### src/rtl/acc_alu_pkg.sv
package acc_alu_pkg;

   // operation codes, fixed because the sequencer decodes into them
   typedef enum logic [2:0] {
      OP_ADD = 3'd0,
      OP_ADC = 3'd1,
      OP_SUB = 3'd2,
      OP_SBC = 3'd3,
      OP_AND = 3'd4,
      OP_XOR = 3'd5,
      OP_OR  = 3'd6,
      OP_CP  = 3'd7
   } alu_op_e;

   // bitwise sub-select carried in opcode[1:0] for codes 4..6
   typedef enum logic [1:0] {
      BW_AND = 2'd0,
      BW_XOR = 2'd1,
      BW_OR  = 2'd2
   } bw_sel_e;

   // flag byte bit positions
   localparam int unsigned FLAG_Z = 7;
   localparam int unsigned FLAG_N = 6;
   localparam int unsigned FLAG_H = 5;
   localparam int unsigned FLAG_C = 4;
   localparam int unsigned FLAG_W = 8;

endpackage

### src/rtl/alu_addsub.sv
module alu_addsub #(
   parameter int unsigned DATA_W       = 8,
   parameter bit          SHARED_ADDER = 1'b1
) (
   input  logic [DATA_W-1:0] a,
   input  logic [DATA_W-1:0] b,
   input  logic              cin,
   input  logic              sub,
   output logic [DATA_W-1:0] res,
   output logic              carry,
   output logic              half
);

   localparam int unsigned NIB = 4;

   logic [DATA_W:0] wide;
   logic [NIB:0]    nib;

   generate
      if (SHARED_ADDER) begin : g_shared
         // one adder: subtraction as a + ~b + ~cin, borrows are inverted carries
         logic [DATA_W-1:0] bb;
         logic              ci;
         assign bb    = sub ? ~b : b;
         assign ci    = sub ? ~cin : cin;
         assign wide  = {1'b0, a} + {1'b0, bb} + {{DATA_W{1'b0}}, ci};
         assign nib   = {1'b0, a[NIB-1:0]} + {1'b0, bb[NIB-1:0]} + {{NIB{1'b0}}, ci};
         assign carry = wide[DATA_W] ^ sub;
         assign half  = nib[NIB] ^ sub;
      end else begin : g_split
         // separate adder and subtractor, borrow read straight from the top bit
         logic [DATA_W:0] s_add;
         logic [DATA_W:0] s_sub;
         logic [NIB:0]    n_add;
         logic [NIB:0]    n_sub;
         assign s_add = {1'b0, a} + {1'b0, b} + {{DATA_W{1'b0}}, cin};
         assign s_sub = {1'b0, a} - {1'b0, b} - {{DATA_W{1'b0}}, cin};
         assign n_add = {1'b0, a[NIB-1:0]} + {1'b0, b[NIB-1:0]} + {{NIB{1'b0}}, cin};
         assign n_sub = {1'b0, a[NIB-1:0]} - {1'b0, b[NIB-1:0]} - {{NIB{1'b0}}, cin};
         assign wide  = sub ? s_sub : s_add;
         assign nib   = sub ? n_sub : n_add;
         assign carry = wide[DATA_W];
         assign half  = nib[NIB];
      end
   endgenerate

   assign res = wide[DATA_W-1:0];

endmodule

### src/rtl/alu_bitwise.sv
module alu_bitwise
   import acc_alu_pkg::*;
#(
   parameter int unsigned DATA_W = 8
) (
   input  logic [DATA_W-1:0] a,
   input  logic [DATA_W-1:0] b,
   input  logic [1:0]        sel,
   output logic [DATA_W-1:0] res
);

   always_comb begin
      unique case (bw_sel_e'(sel))
         BW_AND:  res = a & b;
         BW_XOR:  res = a ^ b;
         BW_OR:   res = a | b;
         default: res = a | b;
      endcase
   end

endmodule

### src/rtl/alu_cycle_timer.sv
module alu_cycle_timer #(
   parameter int unsigned COST_W = 4
) (
   input  logic              clk,
   input  logic              rst_n,
   input  logic              load,
   input  logic [COST_W-1:0] cost,
   output logic              busy,
   output logic              done
);

   logic [COST_W-1:0] remain;

   always_ff @(posedge clk or negedge rst_n) begin
      if (!rst_n) begin
         remain <= '0;
         busy   <= 1'b0;
         done   <= 1'b0;
      end else if (load) begin
         remain <= cost;
         busy   <= 1'b1;
         done   <= 1'b0;
      end else if (busy) begin
         if (remain == COST_W'(1)) begin
            remain <= '0;
            busy   <= 1'b0;
            done   <= 1'b1;
         end else begin
            remain <= remain - COST_W'(1);
            done   <= 1'b0;
         end
      end else begin
         done <= 1'b0;
      end
   end

endmodule

### src/rtl/acc_alu_unit.sv
module acc_alu_unit
   import acc_alu_pkg::*;
#(
   parameter int unsigned DATA_W       = 8,
   parameter int unsigned IMM_COST     = 8,
   parameter int unsigned REG_COST     = 4,
   parameter bit          SHARED_ADDER = 1'b1,
   localparam int unsigned COST_W =
      $clog2(((IMM_COST > REG_COST) ? IMM_COST : REG_COST) + 1)
) (
   input  logic              clk,
   input  logic              rst_n,
   input  logic              start,
   input  logic [2:0]        opcode,
   input  logic              imm_sel,
   input  logic [DATA_W-1:0] acc_in,
   input  logic [DATA_W-1:0] operand,
   input  logic [FLAG_W-1:0] flags_in,
   output logic [DATA_W-1:0] acc_q,
   output logic [FLAG_W-1:0] flags_q,
   output logic [COST_W-1:0] cost_q,
   output logic              busy,
   output logic              done
);

   generate
      if (DATA_W < 5) begin : g_bad_width
         $error("acc_alu_unit: DATA_W must be at least 5 for a bit-3 half carry");
      end
      if (IMM_COST < 2 || REG_COST < 2) begin : g_bad_cost
         $error("acc_alu_unit: operation costs must be at least 2 cycles");
      end
   endgenerate

   alu_op_e op;
   assign op = alu_op_e'(opcode);

   logic is_sub;
   logic use_carry;
   assign is_sub    = (op == OP_SUB) || (op == OP_SBC) || (op == OP_CP);
   assign use_carry = (op == OP_ADC) || (op == OP_SBC);

   logic [DATA_W-1:0] as_res;
   logic              as_c;
   logic              as_h;
   logic [DATA_W-1:0] bw_res;

   alu_addsub #(
      .DATA_W       (DATA_W),
      .SHARED_ADDER (SHARED_ADDER)
   ) u_addsub (
      .a     (acc_in),
      .b     (operand),
      .cin   (use_carry & flags_in[FLAG_C]),
      .sub   (is_sub),
      .res   (as_res),
      .carry (as_c),
      .half  (as_h)
   );

   alu_bitwise #(
      .DATA_W (DATA_W)
   ) u_bitwise (
      .a   (acc_in),
      .b   (operand),
      .sel (opcode[1:0]),
      .res (bw_res)
   );

   logic [DATA_W-1:0] nxt_acc;
   logic [FLAG_W-1:0] nxt_flg;

   always_comb begin
      nxt_acc = acc_in;
      nxt_flg = '0;
      unique case (op)
         OP_ADD, OP_ADC, OP_SUB, OP_SBC: begin
            nxt_acc         = as_res;
            nxt_flg[FLAG_Z] = ~|as_res;
            nxt_flg[FLAG_N] = is_sub;
            nxt_flg[FLAG_H] = as_h;
            nxt_flg[FLAG_C] = as_c;
         end
         OP_AND, OP_XOR, OP_OR: begin
            nxt_acc         = bw_res;
            nxt_flg[FLAG_Z] = ~|bw_res;
            nxt_flg[FLAG_H] = (op == OP_AND);
         end
         OP_CP: begin
            nxt_acc         = acc_in;
            nxt_flg[FLAG_Z] = ~|as_res;
            nxt_flg[FLAG_N] = 1'b1;
            nxt_flg[FLAG_H] = as_h;
            nxt_flg[FLAG_C] = as_c;
         end
         default: ;
      endcase
   end

   logic              accept;
   logic [COST_W-1:0] nxt_cost;
   assign accept   = start & ~busy;
   assign nxt_cost = imm_sel ? COST_W'(IMM_COST) : COST_W'(REG_COST);

   alu_cycle_timer #(
      .COST_W (COST_W)
   ) u_timer (
      .clk   (clk),
      .rst_n (rst_n),
      .load  (accept),
      .cost  (nxt_cost),
      .busy  (busy),
      .done  (done)
   );

   always_ff @(posedge clk or negedge rst_n) begin
      if (!rst_n) begin
         acc_q   <= '0;
         flags_q <= '0;
         cost_q  <= '0;
      end else if (accept) begin
         acc_q   <= nxt_acc;
         flags_q <= nxt_flg;
         cost_q  <= nxt_cost;
      end
   end

endmodule

### config.mk
export PLATFORM = sky130hd
export DESIGN_NAME = acc_alu_unit
export DESIGN_NICKNAME = d
export VERILOG_FILES = /design/src/rtl/acc_alu_pkg.sv /design/src/rtl/alu_addsub.sv /design/src/rtl/alu_bitwise.sv /design/src/rtl/alu_cycle_timer.sv /design/src/rtl/acc_alu_unit.sv
export SDC_FILE = /design/constraint.sdc
export NUM_CORES = 1
export LEC_CHECK = 0
export BUFFER_PORTS_ARGS = -buffer_cell sky130_fd_sc_hd__buf_2
export CAP_MARGIN = 25
export CORE_MARGIN = 2
export CORE_UTILIZATION = 50
export DETAILED_ROUTE_END_ITERATION = 8
export PLACE_DENSITY = 0.78
export SYNTH_ARGS = -nofsm -noshare
export SYNTH_HDL_FRONTEND = slang
export SYNTH_SLANG_ARGS = --single-unit
### constraint.sdc
create_clock -name clk -period 2.2 [get_ports clk]
set_input_delay 0.11 -clock clk [delete_from_list [all_inputs] [get_ports clk]]
set_output_delay 0.11 -clock clk [all_outputs]
set_load 0.05 [all_outputs]
* Yosys cells after proc, flatten, opt, wreduce, memory -nomap -nowiden *
Cells that the tools add are included.

operators by class
  $add $sub $neg = 5
  equality and inequality tests = 9
  multiplexer cells = 18
  bitwise operators = 10
  reductions and logical operators = 13

operator list
  operator                                          count
  one-hot mux 8 bit (3 select lines)                1
  two-way mux 4 bit                                 4
  one-hot mux 8 bit (2 select lines)                1
  OR reduction 8 bit                                2
  == test 3 bit, second input constant              4
  adder 8 x 8 -> 9 bit                              1
  adder 9 x 1 -> 9 bit                              1
  bitwise AND 8 bit                                 1
  two-way mux 1 bit                                 8
  two-way mux 8 bit                                 1
  NOT 8 bit                                         1
  OR 8 bit                                          1
  bitwise XOR 8 bit                                 1
  == test 3 x 2 -> 1 bit, second input constant     2
  one-hot mux 1 bit (2 select lines)                3
  adder 4 x 4 -> 5 bit                              1
  adder 5 x 1 -> 5 bit                              1
  OR reduction 5 bit                                1
  == test 4 x 1 -> 1 bit, second input constant     1
  OR reduction 4 bit                                1
  subtractor 4 x 1 -> 4 bit, second input constant  1
  == test 3 x 1 -> 1 bit, second input constant     1
  logical NOT 3 bit                                 1
  logical OR 1 bit                                  3
  other kinds (8)                                   12

storage, ports and cells
  register bits = 22
  bits of input ports = 31
  output and inout bits = 22
  word-level logic and storage cells = 61

* Depth between registers and ports, before layout *
Gate-level depths: netlist of run 1.

  depth in word-level cells = 9
  gate-level depth with buffers = 14
  gate-level depth less buffers = 13

* Hierarchy *
From an unflattened synthesis of run 1, not the netlist that was laid out.

second synthesis, totals
  cell total of the unflattened synthesis = 219
  area total of the unflattened synthesis = 1998.2 µm²

modules (own cells, without submodules)
  module           instances  cells each  area an instance (µm²)  seq. area each (µm²)
  acc_alu_unit     1          85          802.0                   350.3
  alu_addsub       1          52          439.2                   0.0
  alu_bitwise      1          50          436.7                   0.0
  alu_cycle_timer  1          32          320.3                   150.1

* Least setup slack after synthesis of run 1 *
Ideal clock, no wire load.

  path kind = input to register
  start point = input port opcode[1]
  end point = register flags_q[7]
  setup time = 0.092 ns
  arrival = 2.681 ns
  setup slack = -0.573 ns
  stages on the path = 13
  path buffers = 2
  cells stage by stage = clkbuf_1 -> o21ai_1 -> buf_2 -> xnor2_1 -> fa_1 -> inv_1 -> fa_1 -> nor2b_4 -> o31a_1 -> o21ai_1 -> or3b_1 -> a21o_1 -> o31ai_2

between the ends
  word-level cells in the longest chain between the ends = 9

ends and longest elaborated chain
  what                                                       RTL line                                RTL
  start, declared                                            acc_alu_unit.sv:14                      input logic [2:0] opcode,
  == test 3 x 2 -> 1 bit, or another cell as far along       acc_alu_unit.sv:40, acc_alu_unit.sv:76
  logical OR 1 bit (on tied branches)                        acc_alu_unit.sv:40, acc_alu_unit.sv:41
  logical OR 1 bit or bitwise AND 1 bit (tied branches)      acc_alu_unit.sv:40, acc_alu_unit.sv:54
  two-way mux 8 bit or NOT 1 bit (tied branches)             alu_addsub.sv:24, alu_addsub.sv:25
  adder 8 x 8 -> 9 bit or two-way mux 1 bit (tied branches)  alu_addsub.sv:26, alu_addsub.sv:25
  adder 9 x 1 -> 9 bit                                       alu_addsub.sv:26                        assign wide = {1'b0, a} + {1'b0, bb} + {{DATA_W{1'b0}}, ci};
  OR reduction 8 bit                                         acc_alu_unit.sv:79, acc_alu_unit.sv:91
  logical NOT 1 bit                                          acc_alu_unit.sv:79, acc_alu_unit.sv:91
  one-hot mux 1 bit (2 select lines) (*)                     acc_alu_unit.sv:76                      unique case (op)
  end signal, assigned                                       acc_alu_unit.sv:123                     flags_q <= nxt_flg;
  end, declared                                              acc_alu_unit.sv:20                      output logic [FLAG_W-1:0] flags_q,

Mark *: on every way between the ends. The rest lies on a longest branch, timed or not.
A chain may end at the register's enable or synchronous reset.

* Worst setup path after layout of run 1 *
  start point = input port opcode[2]
  end point = register flags_q[7]

Same word-level chain as after synthesis.

==> run_summary.xml, run 1 <==
<?xml version="1.0" encoding="UTF-8"?>
<metrics>
  <group name="status">
    <metric name="run_status" unit="">finished, final reports clean</metric>
  </group>
  <group name="finish">
    <metric name="final_cell_mix" unit="">buf_2, buf_4, ha_1</metric>
    <metric name="num-nets-final" unit="">361</metric>
    <metric name="growth_of_design_area_from_synthesis_to_finish" unit="%">28.9</metric>
    <metric name="mostFrequentLayoutCell" unit="">buf_2</metric>
    <metric name="diodes" unit="">0</metric>
    <metric name="layout.core_utilization" unit="%">65.9</metric>
    <metric name="fillerInstances" unit="">344</metric>
    <metric name="layout-drive-gt1-share" unit="%">32.8</metric>
    <metric name="stdcell_count" unit="">352</metric>
  </group>
  <group name="worst_setup_path">
    <metric name="crit_type" unit="">input port to flip-flop</metric>
    <metric name="reg2reg_from" unit="">u_timer.busy</metric>
    <metric name="setup.worst_path.start_class" unit="">input port</metric>
    <metric name="timing.reg2reg.worst_path_depth" unit="">5</metric>
    <metric name="r2r_slack" unit="ps">620</metric>
    <metric name="rr_endpoint" unit="">flags_q[7]</metric>
    <metric name="crit_arrival" unit="ps">2350</metric>
    <metric name="critical_path.max_fanout" unit="">4</metric>
    <metric name="critical_path_required" unit="ps">2370</metric>
    <metric name="endpoint_type_of_the_worst_setup_path" unit="">flip-flop</metric>
  </group>
  <group name="sta">
    <metric name="layout_min_cycle_time" unit="ps">2180</metric>
    <metric name="setup_total_negative_slack" unit="ps">0</metric>
    <metric name="clock_skew" unit="ps">1.95</metric>
    <metric name="clock.fmax" unit="MHz">458</metric>
    <metric name="timing.final.setup_violations" unit="">0</metric>
    <metric name="period_share" unit="%">99.1</metric>
    <metric name="report.final.slew_viol_count" unit="">0</metric>
    <metric name="worst_hold_margin" unit="ps">119</metric>
    <metric name="unrepaired_setup_endpoints_after_global_routing" unit="">true</metric>
    <metric name="timing.final.hold_violations" unit="">0</metric>
  </group>
  <group name="clocking">
    <metric name="cts_tree" unit="">done</metric>
    <metric name="cts_max_path_buffers" unit="">2</metric>
    <metric name="cts_buffers" unit="">3</metric>
    <metric name="cts-htree-levels" unit="">1</metric>
    <metric name="clkSlewWorstSetupHoldPaths" unit="ps">70</metric>
    <metric name="clockRootBuffer" unit="">clkbuf_8</metric>
    <metric name="clock_latency" unit="ps">250</metric>
    <metric name="clock_sink_count" unit="">20</metric>
  </group>
  <group name="yosys">
    <metric name="synth_cell_types" unit="">46</metric>
    <metric name="synth-xor-area-share" unit="%">6.08</metric>
    <metric name="synth-simple-area-share" unit="%">13.9</metric>
    <metric name="ys_ff_latch" unit="">20</metric>
    <metric name="synth_edf_count" unit="">0</metric>
    <metric name="synth_warnings" unit="">0</metric>
    <metric name="synth_compound_gate_area_share" unit="%">20.7</metric>
    <metric name="post_synth_mux_area_share" unit="%">7.57</metric>
    <metric name="synth-adder-area-share" unit="%">17.5</metric>
    <metric name="synthesis.instances" unit="">238</metric>
    <metric name="async_flop_share" unit="%">100</metric>
    <metric name="cell_area_after_technology_mapping" unit="µm²">2020</metric>
    <metric name="synth_top_family_by_area" unit="">compound AO/OA/AOI/OAI gates</metric>
    <metric name="ys_dominant_reg_cell" unit="">dfrtp_1</metric>
    <metric name="synth-seq-area-share" unit="%">24.8</metric>
    <metric name="synth.avg_cell_area" unit="µm²">8.47</metric>
  </group>
  <group name="detailed_routing">
    <metric name="number_of_remaining_drc_errors" unit="">0</metric>
    <metric name="drt_iter0_markers" unit="">62</metric>
    <metric name="wirelength_per_cell" unit="µm">13.1</metric>
    <metric name="totalWireLength" unit="µm">4610</metric>
    <metric name="detailedRoute.firstPassIterationCount" unit="">4</metric>
    <metric name="total_via_count_after_detailed_routing" unit="">1792</metric>
    <metric name="number_of_routed_nets_with_antenna_violations" unit="">0</metric>
    <metric name="routed_via_density" unit="">5.09</metric>
  </group>
  <group name="power_and_ir_drop">
    <metric name="net-switching-power" unit="µW">1150</metric>
    <metric name="cell_internal_pwr" unit="µW">1180</metric>
    <metric name="clock_power_share" unit="%">11.6</metric>
    <metric name="p_seq_share" unit="%">27.4</metric>
    <metric name="cellPowerDensity" unit="nW/µm²">897</metric>
    <metric name="power_switching_share" unit="%">49.4</metric>
    <metric name="relative_contribution_of_combinational_cells_to_total_power" unit="%">61.0</metric>
    <metric name="p_leak" unit="µW">0.00134</metric>
    <metric name="irDropWorstVdd" unit="mV">0.320</metric>
  </group>
  <group name="global_route">
    <metric name="grt_max_degree" unit="">27</metric>
    <metric name="global_route_total_usage_across_every_layer" unit="%">20.7</metric>
    <metric name="grt-ovfl-total" unit="">0</metric>
    <metric name="number_of_global_route_vias_before_repair" unit="">1664</metric>
    <metric name="global_route_wire_length_before_repair" unit="µm">7310</metric>
    <metric name="antenna_found_initial" unit="">0</metric>
  </group>
  <group name="floorplanning">
    <metric name="core_ar" unit="µm²">3940</metric>
    <metric name="die_w" unit="µm">67.5</metric>
    <metric name="die_boundary_height" unit="µm">67.5</metric>
    <metric name="pin_count" unit="">53</metric>
    <metric name="die_area" unit="µm²">4560</metric>
    <metric name="floorplan.initialDensity" unit="%">51.2</metric>
    <metric name="fp-row-count" unit="">23</metric>
  </group>
  <group name="worst_hold_path">
    <metric name="min_from" unit="">imm_sel</metric>
    <metric name="hold_class" unit="">input port to flip-flop</metric>
    <metric name="worstHoldPathCells" unit="">2</metric>
    <metric name="worst_hold_path.endpoint" unit="">cost_q[2]</metric>
  </group>
  <group name="run">
    <metric name="max_cap_viol_count" unit="">0</metric>
  </group>
  <group name="placed_design">
    <metric name="gpl.final_weighted_congestion" unit="">0.897</metric>
    <metric name="dp.cells" unit="">339</metric>
    <metric name="dp.final_hpwl" unit="µm">3620</metric>
    <metric name="io_buffer_count" unit="">39</metric>
  </group>
</metrics>
## worst max path at each step
stage | startpoint | end | slack (ps)
2_1_floorplan | opcode[0] | flags_q[7] | -280
3_3_place_gp | opcode[1] | flags_q[7] | -280
3_5_place_dp | opcode[1] | flags_q[7] | -360
4_1_cts | opcode[0] | acc_q[7] | -10
5_1_grt | opcode[2] | flags_q[7] | -110
6_report | opcode[2] | flags_q[7] | 20
## power by group through the flow
stage	combinational, µW	sequential (µW)	clock (µW)
global route	1550	662	295
detailed placement	1380	646	0
floorplan	615	1050	0
global placement	1340	638	0
CTS	1390	641	280
finish	1420	640	270
## sequential cells by signal, indices dropped and copies added (netlist names)
register,count
cost_q,2
u_timer.done,1
u_timer.remain,4
acc_q,8
flags_q,4
u_timer.busy,1
## critical path, stage by stage
cell and delay [ps]:
buf_6 80, inv_4 40, o21ai_4 180, xnor2_2 100, fa_2 380, inv_2 70
fa_2 220, nor2b_4 50, o31a_1 270, o21ai_1 120, or3b_4 390, a21o_1 170
o31ai_2 160
## cells in the mapped netlist, drive strengths merged (2+ instances only)
| cell | count | area [µm²] |
|---|---|---|
| inv | 27 | 101 |
| ha | 25 | 313 |
| a21oi | 21 | 105 |
| dfrtp | 20 | 500 |
| o21ai | 20 | 100 |
| nand2 | 18 | 70.1 |
| nor2 | 12 | 45.0 |
| buf | 10 | 63.8 |
| xnor2 | 10 | 87.6 |
| a211oi | 7 | 52.6 |
| clkbuf | 6 | 22.5 |
| nand3 | 5 | 25.0 |
| o31ai | 5 | 42.5 |
| a21o | 4 | 30.0 |
| mux2 | 4 | 45.0 |
| mux2i | 4 | 40.0 |
| nor2b | 4 | 32.5 |
| nor3 | 4 | 20.0 |
| xor2 | 4 | 35.0 |
| mux4 | 3 | 67.6 |
| nand2b | 3 | 18.8 |
| fa | 2 | 40.0 |
| nor3b | 2 | 15.0 |
| o21a | 2 | 15.0 |
| or3 | 2 | 12.5 |
## per-stage QoR
step	cell area, µm²	power [µW]	setup WS (ps)
floorplan	2100	1670	-276
global placement	2410	1980	-277
detailed placement	2410	2030	-359
CTS	2480	2310	-13.7
global route	2600	2500	-112
finish	2600	2330	18.7
## metal layers
layer  track usage, %  part of all wire, %  vias to the layer above
li1                 -                    -                      936
met1             28.6                   46                      813
met2             34.1                   49                       37
met3             1.33                  3.0                        6
met4             7.14                  1.4                        0
met5                0                    0                        -
## timing repair
| action | in CTS | in global routing |
|---|---|---|
| hold buffers | 1 | 0 |
| endpoints found under the setup margin | 3 | 4 |
| hold endpoints to repair | 20 | 0 |
| buffers inserted | 0 | 8 |
| pin swaps | 2 | 4 |
| resized for setup | 1 | 18 |
## cell type report
class                           instances  area, µm²  area share (%)
Inverter                               27        104            3.99
Multi-Input combinational cell        180       1410            54.1
Clock buffer                            4       55.1            2.12
Tap cell                               50       62.6            2.41
Timing Repair Buffer                   71        472            18.1
Sequential cell                        20        500            19.2
## kinds of logic after synthesis
logic type               Yosys count
flip-flops                        20
adder cells (fa/ha/maj)           27
AO/OA/AOI/OAI                     67
other                              1
multiplexers                      11
XOR/XNOR                          14
buffers and inverters             43
AND/OR/NAND/NOR                   55
Power figures use the tool's default switching activity.
==> inputs of run 2 (changes only) <==
--- a/config.mk
+++ b/config.mk
@@ -13,4 +13,5 @@
 export PLACE_DENSITY = 0.78
 export SYNTH_ARGS = -nofsm -noshare
 export SYNTH_HDL_FRONTEND = slang
+export SYNTH_HIERARCHICAL = 1
 export SYNTH_SLANG_ARGS = --single-unit
==> run 2 against run 1 <==
  * The run now ends with setup timing left
  * Via count fell by 3.2%
  * Clock power grew 31%
  * Clock skew increased by 1.6 ps
  * Sequential share of layout area is 0.42 points higher
  * Largest cell class unchanged
  * Clock-buffer cell count shrank 1
  * Critical endpoint unchanged
  * First-iteration DRC count increased by 76%
  * Sequential power increased by 3.9%
==> run_summary.xml, run 2 <==
<?xml version="1.0" encoding="UTF-8"?>
<metrics>
  <group name="worst_setup_path">
    <metric name="endpoint_type_of_the_worst_setup_path" unit="">flip-flop</metric>
    <metric name="reg2reg_from" unit="">u_timer/busy</metric>
    <metric name="critical_path_depth" unit="">13</metric>
    <metric name="critPathMaxStageDelay" unit="ps">380</metric>
    <metric name="timing.reg2reg.worst_path_depth" unit="">5</metric>
    <metric name="ordered_list_of_cells_on_the_worst_path" unit="">buf_8 &gt; nand2b_4 &gt; and2_4 &gt; xor2_2 &gt; fa_2 &gt; fa_2 &gt; a21oi_4 &gt; o22ai_2 &gt; or2_1 &gt; xor2_1 &gt; nor4_1 &gt; nand3b_1 &gt; a31oi_1</metric>
    <metric name="critical_path_required" unit="ps">2370</metric>
    <metric name="kind_of_cell_adding_the_most_delay_to_the_critical_path" unit="">simple AND/OR/NAND/NOR gates</metric>
    <metric name="setup.worst_path.start_class" unit="">input port</metric>
    <metric name="timing.critical_path.slowest_stage_cell" unit="">fa_2</metric>
    <metric name="crit_arrival" unit="ps">2610</metric>
    <metric name="critical_path.n_buffers_inverters" unit="">1</metric>
    <metric name="r2r_slack" unit="ps">490</metric>
    <metric name="rr_endpoint" unit="">flags_q[7]</metric>
    <metric name="critical_path_endpoint" unit="">flags_q[7]</metric>
    <metric name="critical_path.max_fanout" unit="">4</metric>
    <metric name="critical_path.startpoint" unit="">opcode[0]</metric>
    <metric name="timing.critical_path.mode_cell" unit="">fa_2</metric>
    <metric name="crit_type" unit="">input port to flip-flop</metric>
  </group>
  <group name="clocking">
    <metric name="cts-htree-levels" unit="">1</metric>
    <metric name="cts_max_path_buffers" unit="">2</metric>
    <metric name="clock_sink_count" unit="">20</metric>
    <metric name="clkSlewWorstSetupHoldPaths" unit="ps">70</metric>
    <metric name="clockRootBuffer" unit="">clkbuf_8</metric>
    <metric name="cts_tree" unit="">done</metric>
    <metric name="clock_latency" unit="ps">250</metric>
    <metric name="cts_buffers" unit="">3</metric>
  </group>
  <group name="detailed_routing">
    <metric name="wirelength_per_cell" unit="µm">13.6</metric>
    <metric name="routed_via_density" unit="">5.24</metric>
    <metric name="drt_iter0_markers" unit="">109</metric>
    <metric name="totalWireLength" unit="µm">4510</metric>
    <metric name="total_via_count_after_detailed_routing" unit="">1735</metric>
    <metric name="number_of_routed_nets_with_antenna_violations" unit="">0</metric>
    <metric name="detailedRoute.firstPassIterationCount" unit="">4</metric>
    <metric name="number_of_remaining_drc_errors" unit="">0</metric>
  </group>
  <group name="sta">
    <metric name="timing.final.setup_violations" unit="">3</metric>
    <metric name="measured_slew_at_the_worst_slew_check_pin" unit="ps">585</metric>
    <metric name="clock_skew" unit="ps">3.51</metric>
    <metric name="layout_setup_ws" unit="ps">-239</metric>
    <metric name="worst_slew_margin_rel" unit="%">61.0</metric>
    <metric name="clock.fmax" unit="MHz">410</metric>
    <metric name="unrepaired_setup_endpoints_after_global_routing" unit="">true</metric>
    <metric name="timing.final.hold_violations" unit="">0</metric>
    <metric name="setup_total_negative_slack" unit="ps">-491</metric>
    <metric name="period_share" unit="%">111</metric>
    <metric name="report.final.slew_viol_count" unit="">0</metric>
    <metric name="layout_min_cycle_time" unit="ps">2440</metric>
  </group>
  <group name="finish">
    <metric name="largest-register" unit="">acc_q</metric>
    <metric name="mostFrequentLayoutCell" unit="">buf_2</metric>
    <metric name="reg_top3" unit="">acc_q (8), flags_q (4), u_timer/remain (4)</metric>
    <metric name="diodes" unit="">0</metric>
    <metric name="multiInputGateArea" unit="µm²">1390</metric>
    <metric name="register_area" unit="µm²">500</metric>
    <metric name="largest_register_ff_count" unit="">8</metric>
    <metric name="final_cell_mix" unit="">buf_2, buf_4, inv_1, ha_1, dfrtp_1</metric>
    <metric name="layout.core_utilization" unit="%">68.0</metric>
    <metric name="growth_of_design_area_from_synthesis_to_finish" unit="%">27.4</metric>
    <metric name="fillerInstances" unit="">298</metric>
    <metric name="num-nets-final" unit="">342</metric>
    <metric name="layout-drive-gt1-share" unit="%">33.2</metric>
  </group>
  <group name="yosys">
    <metric name="synthesis.instances" unit="">219</metric>
    <metric name="synthDominantCellAreaShare" unit="%">25.0</metric>
    <metric name="async_flop_share" unit="%">100</metric>
    <metric name="post_synth_most_frequent_cells" unit="">ha_1, inv_1, dfrtp_1</metric>
    <metric name="ys_ff_latch" unit="">20</metric>
    <metric name="yosysTopAreaCell" unit="">dfrtp_1</metric>
    <metric name="synth.avg_cell_area" unit="µm²">9.12</metric>
    <metric name="yosys-top-cells-area" unit="">dfrtp_1, ha_1, mux2i_1</metric>
    <metric name="synth-seq-area-share" unit="%">25.0</metric>
    <metric name="synth_cell_types" unit="">46</metric>
    <metric name="synth_edf_count" unit="">0</metric>
    <metric name="synth_warnings" unit="">6</metric>
    <metric name="cell_area_after_technology_mapping" unit="µm²">2000</metric>
    <metric name="ys_dominant_reg_cell" unit="">dfrtp_1</metric>
  </group>
  <group name="global_route">
    <metric name="antenna_found_initial" unit="">0</metric>
    <metric name="global_route_wire_length_before_repair" unit="µm">7380</metric>
    <metric name="grt_max_degree" unit="">21</metric>
    <metric name="global_route_total_usage_across_every_layer" unit="%">21.3</metric>
    <metric name="grt-ovfl-total" unit="">0</metric>
    <metric name="number_of_global_route_vias_before_repair" unit="">1653</metric>
  </group>
  <group name="floorplanning">
    <metric name="core_ar" unit="µm²">3740</metric>
    <metric name="fp-row-count" unit="">22</metric>
    <metric name="die_boundary_height" unit="µm">67.2</metric>
    <metric name="floorplan.initialDensity" unit="%">53.4</metric>
    <metric name="pin_count" unit="">53</metric>
    <metric name="die_area" unit="µm²">4520</metric>
    <metric name="die_w" unit="µm">67.2</metric>
  </group>
  <group name="power_and_ir_drop">
    <metric name="p_leak" unit="µW">0.00131</metric>
    <metric name="irDropWorstVdd" unit="mV">0.368</metric>
    <metric name="cellPowerDensity" unit="nW/µm²">1010</metric>
  </group>
  <group name="placed_design">
    <metric name="place_worst_setup_slack" unit="ps">-507</metric>
    <metric name="dp.final_hpwl" unit="µm">3590</metric>
    <metric name="gpl.final_weighted_congestion" unit="">0.929</metric>
    <metric name="io_buffer_count" unit="">39</metric>
  </group>
  <group name="run">
    <metric name="max_cap_viol_count" unit="">0</metric>
  </group>
  <group name="worst_hold_path">
    <metric name="hold_class" unit="">input port to flip-flop</metric>
  </group>
  <group name="status">
    <metric name="run_status" unit="">complete, but fails checks</metric>
    <metric name="violations" unit="">setup timing</metric>
  </group>
</metrics>
[run 2: changes by cell type after synthesis, moves of 8 or more]
cell	before	now
a21oi_1	21	4
nand2b_1	3	11
mux2i_1	4	17
a31oi_1	0	9
o21ai_1	11	1
nand2_1	17	9
[run 2: what timing repair did]
item                                    CTS  global route
endpoints found under the setup margin    4             7
gates resized for setup                   2             7
buffers inserted                          2             3
pin swaps                                 3             6
hold endpoints to repair                 20             0
hold buffers                              1             0
[run 2: how the worst min path moves through the flow]
stage,to,slack (ps),cells past startpoint,from
global placement,acc_q[0],70,1,rst_n
finish,cost_q[2],80,2,imm_sel
floorplan,acc_q[0],-190,0,rst_n
global route,cost_q[2],90,2,imm_sel
CTS,cost_q[2],80,2,imm_sel
detailed placement,flags_q[5],70,1,rst_n
[run 2: layout make-up]
class                   instances  area share (%)
multi-input cells             166            54.8
flip-flops and latches         20            19.7
repair buffers                 68            16.7
inverters                      25            3.69
well taps                      48            2.36
clock buffers                   3            1.62
clock inverters                 1            1.18
[run 2: where the power goes]
group          leakage, µW  internal [µW]  switching [µW]
Clock            0.0000357            242             111
Sequential        0.000234            546             119
Combinational      0.00104            543            1010
Total              0.00131           1330            1240
[run 2: metal layers]
metal | GRT usage [%] | wire, µm | vias up
met4 | 6.89 | 47 | 0
met2 | 37.7 | 2220 | 55
met5 | 0 | 0 | -
met1 | 26.9 | 1960 | 809
met3 | 2.50 | 282 | 4
li1 | - | - | 867
[run 2: logic make-up (layout without fill, tap and decap cells)]
kind of cell | Yosys count | count (layout) | synth area share, %
buf+inv | 40 | 97 | 9.89
flops | 20 | 20 | 25.0
compound gates | 41 | 41 | 15.5
mux | 19 | 19 | 9.64
xor+xnor | 17 | 17 | 7.45
other cells | 1 | 8 | 0.188
simple gates | 54 | 54 | 14.7
fa+ha+maj | 27 | 27 | 17.7
[run 2: per-stage QoR]
stage	area, µm²	cells	power, µW	hold slack [ps]
final	2540	331	2570	83.7
after global routing	2540	331	2760	91.3
after CTS	2490	329	2550	76.6
after detailed placement	2390	323	2190	73.5
after global placement	2390	323	2150	71.3
after floorplan	2060	226	1790	-186
